File: src/rtl/psg_tone_pkg.sv
package psg_tone_pkg;
  localparam int BUS_W     = 8;
  localparam int ADDR_W    = 4;
  localparam int COARSE_W  = 4;
  localparam int PER_W     = BUS_W + COARSE_W;
  localparam int LVL_W     = 5;
  localparam int AMP_W     = 4;
  localparam int ADDR_MASK = 7;
  localparam int ADDR_LVL0 = 8;

  function automatic logic [ADDR_W-1:0] fine_addr(input int ch);
    return ADDR_W'(2 * ch);
  endfunction

  function automatic logic [ADDR_W-1:0] coarse_addr(input int ch);
    return ADDR_W'(2 * ch + 1);
  endfunction

  function automatic logic [ADDR_W-1:0] lvl_addr(input int ch);
    return ADDR_W'(ADDR_LVL0 + ch);
  endfunction
endpackage

File: src/rtl/psg_step_gen.sv
module psg_step_gen #(
  parameter int STEP_DIV = 2
) (
  input  logic clk,
  input  logic rst_n,
  input  logic half_rate,
  output logic tick
);
  localparam int CW = $clog2(2 * STEP_DIV + 1);

  logic [CW-1:0] cnt_q, cnt_d, limit_m1;

  always_comb begin
    limit_m1 = half_rate ? CW'(2 * STEP_DIV - 1) : CW'(STEP_DIV - 1);
    tick     = (cnt_q >= limit_m1);
    cnt_d    = tick ? '0 : cnt_q + CW'(1);
  end

  always_ff @(posedge clk or negedge rst_n) begin
    if (!rst_n) cnt_q <= '0;
    else        cnt_q <= cnt_d;
  end

  AST_SLOW_NO_BACK2BACK: assert property (@(posedge clk) disable iff (!rst_n)
    (tick && half_rate) |=> (!tick || !half_rate));
endmodule

File: src/rtl/psg_tone_regs.sv
module psg_tone_regs
  import psg_tone_pkg::*;
#(
  parameter int NCH = 3
) (
  input  logic                           clk,
  input  logic                           rst_n,
  input  logic                           addr_stb,
  input  logic                           wr_stb,
  input  logic [BUS_W-1:0]               bus_data,
  output logic [NCH-1:0][BUS_W-1:0]      fine_o,
  output logic [NCH-1:0][COARSE_W-1:0]   coarse_o,
  output logic [NCH-1:0][LVL_W-1:0]      lvl_o,
  output logic [2*NCH-1:0]               mask_o,
  output logic [BUS_W-1:0]               rd_data
);
  logic [ADDR_W-1:0]                addr_q, addr_d;
  logic [NCH-1:0][BUS_W-1:0]        fine_q, fine_d;
  logic [NCH-1:0][COARSE_W-1:0]     coarse_q, coarse_d;
  logic [NCH-1:0][LVL_W-1:0]        lvl_q, lvl_d;
  logic [2*NCH-1:0]                 mask_q, mask_d;

  always_comb begin
    addr_d   = addr_stb ? bus_data[ADDR_W-1:0] : addr_q;
    fine_d   = fine_q;
    coarse_d = coarse_q;
    lvl_d    = lvl_q;
    mask_d   = mask_q;
    if (wr_stb) begin
      for (int c = 0; c < NCH; c++) begin
        if (addr_q == fine_addr(c))   fine_d[c]   = bus_data;
        if (addr_q == coarse_addr(c)) coarse_d[c] = bus_data[COARSE_W-1:0];
        if (addr_q == lvl_addr(c))    lvl_d[c]    = bus_data[LVL_W-1:0];
      end
      if (addr_q == ADDR_W'(ADDR_MASK)) mask_d = bus_data[2*NCH-1:0];
    end
  end

  always_ff @(posedge clk or negedge rst_n) begin
    if (!rst_n) begin
      addr_q   <= '0;
      fine_q   <= '0;
      coarse_q <= '0;
      lvl_q    <= '0;
      mask_q   <= '0;
    end else begin
      addr_q   <= addr_d;
      fine_q   <= fine_d;
      coarse_q <= coarse_d;
      lvl_q    <= lvl_d;
      mask_q   <= mask_d;
    end
  end

  always_comb begin
    rd_data = '0;
    for (int c = 0; c < NCH; c++) begin
      if (addr_q == fine_addr(c))   rd_data = fine_q[c];
      if (addr_q == coarse_addr(c)) rd_data = {{(BUS_W-COARSE_W){1'b0}}, coarse_q[c]};
      if (addr_q == lvl_addr(c))    rd_data = {{(BUS_W-LVL_W){1'b0}}, lvl_q[c]};
    end
    if (addr_q == ADDR_W'(ADDR_MASK)) rd_data = {{(BUS_W-2*NCH){1'b0}}, mask_q};
  end

  assign fine_o   = fine_q;
  assign coarse_o = coarse_q;
  assign lvl_o    = lvl_q;
  assign mask_o   = mask_q;

  AST_ADDR_HOLD: assert property (@(posedge clk) disable iff (!rst_n)
    !addr_stb |=> $stable(addr_q));
  AST_FINE0_LANDS: assert property (@(posedge clk) disable iff (!rst_n)
    (wr_stb && !addr_stb && addr_q == '0) |=> (rd_data == $past(bus_data)));
endmodule

File: src/rtl/psg_tone_chan.sv
module psg_tone_chan
  import psg_tone_pkg::*;
(
  input  logic             clk,
  input  logic             rst_n,
  input  logic             tick,
  input  logic [PER_W-1:0] period_raw,
  input  logic             tone_mask,
  input  logic             noise_mask,
  input  logic             noise_bit,
  input  logic [LVL_W-1:0] level,
  input  logic [AMP_W-1:0] env_level,
  output logic [AMP_W-1:0] amp
);
  logic [PER_W-1:0] cnt_q, cnt_d, period_eff;
  logic             tone_q, tone_d, wrap, gate;

  always_comb begin
    period_eff = (period_raw == '0) ? PER_W'(1) : period_raw;
    wrap       = ({1'b0, cnt_q} + (PER_W+1)'(1)) >= {1'b0, period_eff};
    cnt_d      = cnt_q;
    tone_d     = tone_q;
    if (tick) begin
      if (wrap) begin
        cnt_d  = '0;
        tone_d = ~tone_q;
      end else begin
        cnt_d  = cnt_q + PER_W'(1);
      end
    end
  end

  always_ff @(posedge clk or negedge rst_n) begin
    if (!rst_n) begin
      cnt_q  <= '0;
      tone_q <= 1'b0;
    end else begin
      cnt_q  <= cnt_d;
      tone_q <= tone_d;
    end
  end

  always_comb begin
    gate = (tone_q | tone_mask) & (noise_bit | noise_mask);
    if (!gate)         amp = '0;
    else if (level[4]) amp = env_level;
    else               amp = level[AMP_W-1:0];
  end

  AST_IDLE_HOLD: assert property (@(posedge clk) disable iff (!rst_n)
    !tick |=> ($stable(cnt_q) && $stable(tone_q)));
  AST_WRAP_TOGGLE: assert property (@(posedge clk) disable iff (!rst_n)
    (tick && wrap) |=> (cnt_q == '0 && tone_q != $past(tone_q)));
  AST_GATE_ZERO: assert property (@(posedge clk) disable iff (!rst_n)
    (!tone_q && !tone_mask) |-> (amp == '0));
  AST_ENV_PATH: assert property (@(posedge clk) disable iff (!rst_n)
    (level[4] && amp != '0) |-> (amp == env_level));
endmodule

File: src/rtl/psg_tone_bank.sv
module psg_tone_bank
  import psg_tone_pkg::*;
#(
  parameter int NUM_CH   = 3,
  parameter int STEP_DIV = 2
) (
  input  logic                    clk,
  input  logic                    rst_n,
  input  logic                    clk_sel,
  input  logic                    addr_stb,
  input  logic                    wr_stb,
  input  logic [7:0]              bus_data,
  input  logic                    noise_bit,
  input  logic [3:0]              env_level,
  output logic [NUM_CH*4-1:0]     amp_codes,
  output logic [7:0]              rd_data
);
  logic                            tick;
  logic [NUM_CH-1:0][BUS_W-1:0]    fine;
  logic [NUM_CH-1:0][COARSE_W-1:0] coarse;
  logic [NUM_CH-1:0][LVL_W-1:0]    lvl;
  logic [2*NUM_CH-1:0]             mask;

  psg_step_gen #(.STEP_DIV(STEP_DIV)) step_i (
    .clk(clk), .rst_n(rst_n), .half_rate(clk_sel), .tick(tick)
  );

  psg_tone_regs #(.NCH(NUM_CH)) regs_i (
    .clk(clk), .rst_n(rst_n), .addr_stb(addr_stb), .wr_stb(wr_stb),
    .bus_data(bus_data), .fine_o(fine), .coarse_o(coarse), .lvl_o(lvl),
    .mask_o(mask), .rd_data(rd_data)
  );

  for (genvar c = 0; c < NUM_CH; c++) begin : g_ch
    psg_tone_chan chan_i (
      .clk(clk), .rst_n(rst_n), .tick(tick),
      .period_raw({coarse[c], fine[c]}),
      .tone_mask(mask[c]), .noise_mask(mask[NUM_CH+c]),
      .noise_bit(noise_bit), .level(lvl[c]), .env_level(env_level),
      .amp(amp_codes[4*c +: 4])
    );
  end
endmodule

File: config.mk
export PLATFORM = sky130hd
export DESIGN_NAME = psg_tone_bank
export DESIGN_NICKNAME = d
export VERILOG_FILES = /design/src/rtl/psg_tone_pkg.sv /design/src/rtl/psg_step_gen.sv /design/src/rtl/psg_tone_regs.sv /design/src/rtl/psg_tone_chan.sv /design/src/rtl/psg_tone_bank.sv
export SDC_FILE = /design/constraint.sdc
export NUM_CORES = 1
export LEC_CHECK = 0
export ABC_AREA = 0
export BUFFER_PORTS_ARGS = -buffer_cell sky130_fd_sc_hd__buf_2
export CORE_UTILIZATION = 35
export DETAILED_ROUTE_END_ITERATION = 12
export GPL_TIMING_DRIVEN = 0
export SKIP_CTS_REPAIR_TIMING = 1
export SYNTH_ARGS = -nofsm -noshare
export SYNTH_HDL_FRONTEND = slang
export SYNTH_SLANG_ARGS = --single-unit
File: constraint.sdc
create_clock -name clk -period 2.7 [get_ports clk]
set_input_delay 0.27 -clock clk [delete_from_list [all_inputs] [get_ports clk]]
set_output_delay 0.27 -clock clk [all_outputs]
set_load 0.005 [all_outputs]
# Word-level counts from Yosys, hierarchy flattened
# Cells that the tools add are included.
word_totals:
  reg_bits: 103
  input_bits: 18
  word_cells: 91
op_classes:
  add_sub_neg: 7
  n_lt_le_gt_ge: 4
  eq_ne: 9
  mux: 24
  bitwise: 12
  n_reduce_logical: 17
op_table:
  columns: ["op", "count"]
  rows:
  - ["$mux W8", 10]
  - ["$mux W12", 6]
  - ["$add A12 B1 Y13 const B", 3]
  - ["$ge A13 B12 Y1", 3]
  - ["$add A12 B1 Y12 const B", 3]
  - ["$logic_not A12 Y1", 3]
  - ["$reduce_and A2 Y1", 13]
  - ["$mux W4", 6]
  - ["$eq A4 B3 Y1 const B", 3]
  - ["$eq A4 B4 Y1 const B", 3]
  - ["$eq A4 B2 Y1 const B", 2]
  - ["$or A1 B1 Y1", 6]
  - ["$eq A4 B1 Y1 const B", 1]
  - ["$logic_not A4 Y1", 1]
  - ["$add A3 B1 Y3 const B", 1]
  - ["$and A1 B1 Y1", 3]
  - ["$ge A3 B3 Y1", 1]
  - ["$mux W3", 1]
  - ["$not A1 Y1", 3]
  - ["$mux W2", 1]

# Logic depth before layout (Yosys ltp)
depth:
  word_depth: 11
  mapped_depth: 15

# By module
# Synthesis repeated with hierarchy kept, for this count alone.
hier_totals:
  hier_cells: 685
  area_unflattened_um2: 6790.3
modules_own_cells:
  columns: ["module", "n_inst", "cells_per_inst", "area_per_inst_um2", "seq_area_each_um2"]
  rows:
  - ["psg_tone_chan", 3, 137, 1201.2, 325.3]
  - ["psg_tone_regs", 1, 263, 3049.2, 1526.5]
  - ["psg_step_gen", 1, 11, 137.6, 75.1]

# Worst setup path after synthesis
# Ideal clock, no wire load.
synth_path:
  path_type: "register -> register"
  start: "reg g_ch[0].chan_i.cnt_q[0]"
  end: "reg g_ch[0].chan_i.cnt_q[0]"
  arrival_time_ns: 2.723
  setup_slack_ns: -0.099
  stages_incl_launch_ff: 15
  path_buffers: 1
  path_cell_list: "dfrtp_1 ha_1 nand4_1 nor2_1 and3_1 xnor2_1 inv_1 ha_1 a211oi_1 o21ai_1 nor2_1 a31oi_1 or3_1 clkbuf_1 o21ai_1"
synth_via:
  elab_chain_cells: 3
synth_lines:
  columns: ["element", "line_no", "rtl"]
  rows:
  - ["start: declaration", "psg_tone_chan.sv:15", "logic [PER_W-1:0] cnt_q, cnt_d, period_eff;"]
  - ["start signal: assignment", "psg_tone_chan.sv:38", "cnt_q <= cnt_d;"]
  - ["$add A12 B1 Y13", "psg_tone_chan.sv:20", "wrap = ({1'b0, cnt_q} + (PER_W+1)'(1)) >= {1'b0, period_eff};"]
  - ["$ge A13 B12 Y1", "psg_tone_chan.sv:20", null]
  - ["$mux W12 *", "psg_tone_chan.sv:24", "if (wrap) begin"]
# Every way passes the cells marked *; elsewhere a longest branch is shown, timed or not.
# A chain may end at the register's enable or synchronous reset.

# Worst setup path in the final report
layout_path:
  start: "reg g_ch[1].chan_i.cnt_q[1]"
  end: "reg g_ch[1].chan_i.cnt_q[1]"
layout_via:
  elab_chain_cells: 3
layout_lines:
  columns: ["element", "line_no"]
  rows:
  - ["start: declaration", "psg_tone_chan.sv:15"]
  - ["start signal: assignment", "psg_tone_chan.sv:38"]
  - ["$add A12 B1 Y13", "psg_tone_chan.sv:20"]
  - ["$ge A13 B12 Y1", "psg_tone_chan.sv:20"]
  - ["$mux W12 *", "psg_tone_chan.sv:24"]
# Marks and branches as above.

==> results list <==
- The flow ran to the end, but the final reports show violations.
- The checks that failed: setup timing.
* Fraction of the cycle the final worst path needs: 1.04
* Launch point of the worst reg-to-reg path: g_ch[1].chan_i.cnt_q[1]
- H-tree depth: 3
- Fin. max-slew vios: 0
* Routed WL per cell: roughly 17 um
- Dividing the detail-routed via count by the number of cells gives approximately 5.3.
- Sorting the synthesized cells by area gives the leading types as sky130_fd_sc_hd__dfrtp_1 (40%), sky130_fd_sc_hd__mux2_2 (10%), sky130_fd_sc_hd__ha_1 (8.0%).
- In this run the remaining antenna-violating nets after routing total 0.
- Cell area reported after detailed placement: 6960 sq um
* Final count of negative-setup-slack endpoints: 20
- In this run the horizontal extent of the chip is 138 um.
* Nets in the synthesized netlist: just over 700
- Layout cell share with drive strength beyond 1: 0.313
* Pwr Density: 931 nW/um^2
- Kind of start point of the critical path: flip-flop
* Max Clk Rate: approximately 0.35 GHz
- Antenna diode count: 0
- The first global-routing pass estimated 25200 um of wire.
- Traced cell by cell, the critical path runs through ha_4 -> and3_4 -> buf_6 -> nand3_4 -> xnor2_2 -> ha_1 -> and4_1 -> and2_1 -> o311a_1 -> buf_6 -> or2_4 -> o31ai_4.
* Number of nets in the layout: 793
- Flops & latches, synth: 103
* Min setup slack post-route: -121 ps
- Lkg Pwr: 3.57 nW
* Root Buffer Master: sky130_fd_sc_hd__clkbuf_16
- RSZ-0062 raised after global routing: yes
- For this run, the slowest stage of the critical path takes 430 ps.
* Global route total overflow: 0
- Cell with the most instances after synthesis: sky130_fd_sc_hd__dfrtp_1
- The worst setup path is captured at a flip-flop.
- Across every metal layer, demand over resource in global routing totals 0.176.
- The later pin in the worst-skew pair is clocked with a latency of 360 ps.
- Final WL: 16500 um
- The number of global-route vias before repair is 4642.
* Count of maximum capacitance violations: 0
* R2R Setup Slk: -120 ps
- 38 I/O pins were placed.
* Largest fanout on the critical path: 8
- Yosys mapped the design onto a little over 60 distinct sky130hd cell types.
* Number of flops mapped to enable cells by yosys: 0
- The congestion estimate from routability-driven global placement came to roughly 0.84.
* Overall die height: 138 um
* Average cell area after synthesis: 9.70 sq um
- Endpoint required time on the critical path: 2970 ps
- During synthesis, Yosys emitted a total of 0 warnings.
* Fin crit period: 2820 ps
- Start-to-end type of the worst setup path: reg -> reg
* Delay-heaviest family, CP: simple AND/OR/NAND/NOR gates
- For this configuration, the core starts out at a cell density of 0.358.
- The die covers 18900 sq um.
- Layout area overhead: 23.0%
- The share of total power dissipated in combinational logic is 0.447.
- In this run the core area contains 49 standard-cell rows.
- Hold violation count in the final report: 0
- Summed over all failing endpoints, the final setup total negative slack is -1380 ps.
- Sink count of the clock tree: 103
- Cell internal power dissipation: 4.38 mW
* Net Sw Frac: 0.404
- Ys async rst share: 1.00
- Port Buffer Count: 36
* Pin count of the biggest net entering global routing: 67
- TritonCTS built the clock tree.
* Placeable core region: about 18000 sq um
- Slowest cell on crit path: sky130_fd_sc_hd__dfrtp_2
* Iter 0 DRT Violations: 355
* Proportion of synthesized chip area in sequential cells: 0.401
- The share of total power dissipated in sequential elements is 0.364.
- Crit path from: g_ch[1].chan_i.cnt_q[1]
* Area share of the largest cell type after synthesis: 0.401
- The number of placed instances, taps included, is 929.
- Post-synth top cells: sky130_fd_sc_hd__dfrtp_1 (103), sky130_fd_sc_hd__mux2_2 (57), sky130_fd_sc_hd__nand2_1 (55)
- Clock-pin slew was measured on the worst setup and hold paths at 70 ps.
* Design Area, Final: 7910 sq um
* Startpoint of the lowest-slack hold path: bus_data[3]
* Remaining max-slew budget at the tightest pin: 0.414
* Layout Cells excl Fill: 968
* Detailed placement HPWL: about 12000 um
* Clock Tree Buf Depth: 2
- Total number of vias: 5085
* Transition time at the pin with the least slew margin: ~900 ps
- IR analysis of the VDD net gives a maximum drop of 0.425 mV.
- The number of buffers and inverters on the critical path is 2.
* Residual DRC: 0
* Number of optimization iterations in the first detailed-route pass: 5
- Synthesized netlist cell count: 663
- CP most frequent cell: sky130_fd_sc_hd__buf_6
- Switching power summed over all nets: between 2 and 3 mW
- Of all cell types, the one taking the most synthesized area is sky130_fd_sc_hd__dfrtp_1.
- Predominant post-synthesis flop cell: sky130_fd_sc_hd__dfrtp_1
- Antenna violations before repair: 0
* Clock power share: 0.189
- Kind of path behind the tightest hold check: in -> reg
- Clock skew on the completed layout was measured at 5.67 ps.
- At the end of the flow the core is filled with cells to 0.440.
- Total CTS buffers: 9
- For the worst setup path, the data arrival time is about 3100 ps.
- Synthesized area: between 6000 and 7000 sq um
==> final timing paths <==
kind / end / depth (start not counted)
worst max-delay path: g_ch[1].chan_i.cnt_q[1] / 12
worst min-delay path: regs_i.lvl_o[3] / 2
worst max register to register: g_ch[1].chan_i.cnt_q[1] / 12
worst min register to register: g_ch[2].chan_i.cnt_q[11] / 2
max in group asynchronous: g_ch[2].chan_i.cnt_q[10] / 3
min in group asynchronous: g_ch[0].chan_i.cnt_q[1] / 2
==> layer usage <==
metal	routed length, um	vias up	track usage
met4	206	0	0.0629
li1	-	2508	-
met5	0	-	0
met2	7790	84	0.272
met1	7910	2481	0.252
met3	584	12	0.0221
==> state kept, by name, indices dropped and copies added, names as in the netlist <==
| register | cells |
|---|---|
| g_ch.chan_i.cnt_q | 36 |
| g_ch.chan_i.tone_q | 3 |
| regs_i.addr_q | 4 |
| regs_i.coarse_o | 12 |
| regs_i.fine_o | 24 |
| regs_i.lvl_o | 15 |
| regs_i.mask_o | 6 |
| step_i.cnt_q | 3 |
==> stage by stage <==
stage	setup slack [ps]	power, mW	hold slack [ps]
after floorplan	1.40	4.52	-25.6
after global placement	-456	5.36	451
after detailed placement	-493	5.40	291
after CTS	-509	6.81	-91.5
after global routing	-278	7.93	161
final	-121	7.36	151
==> cell families after synthesis <==
| logic type | synth area share |
|---|---|
| buffers and inverters | 0.0483 |
| adders and majority gates | 0.0798 |
| AOI/OAI and AO/OA | 0.135 |
| xor gates and xnor gates | 0.0409 |
| DFF | 0.401 |
| and+or+nand+nor | 0.164 |
| muxes | 0.131 |
==> area by class of cell <==
class	instances	area, sq um
buffer	27	143
multi-input combinational	482	3990
timing repair buffer	61	404
inverter	50	188
clock inverter	7	86.3
fill	1683	10100
sequential	103	2590
clock buffer	9	225
tap	229	287
==> layout by cell type, fill, tap and decap left out, types with 10 or more instances in the layout <==
master and instances:
sky130_fd_sc_hd__dfrtp_1 94, sky130_fd_sc_hd__mux2_2 57, sky130_fd_sc_hd__nand2_1 51, sky130_fd_sc_hd__inv_1 49
sky130_fd_sc_hd__nor2_1 42, sky130_fd_sc_hd__buf_2 39, sky130_fd_sc_hd__ha_1 36, sky130_fd_sc_hd__o21ai_0 24
sky130_fd_sc_hd__buf_4 21, sky130_fd_sc_hd__mux2i_1 19, sky130_fd_sc_hd__clkbuf_1 16, sky130_fd_sc_hd__o21ai_1 15
sky130_fd_sc_hd__xnor2_1 13, sky130_fd_sc_hd__and2_1 12, sky130_fd_sc_hd__xor2_1 11, sky130_fd_sc_hd__nand3_1 11
sky130_fd_sc_hd__a21oi_1 11, sky130_fd_sc_hd__nand2b_1 10
==> power groups by stage <==
stage / logic [mW] / registers, mW / clock network, mW
global route: 3.70 / 2.75 / 1.48
finish: 3.29 / 2.68 / 1.40
floorplan: 2.09 / 2.43 / 0
detailed placement: 2.76 / 2.64 / 0
CTS: 2.77 / 2.62 / 1.41
global placement: 2.72 / 2.64 / 0
Power figures use the tool's default switching activity.
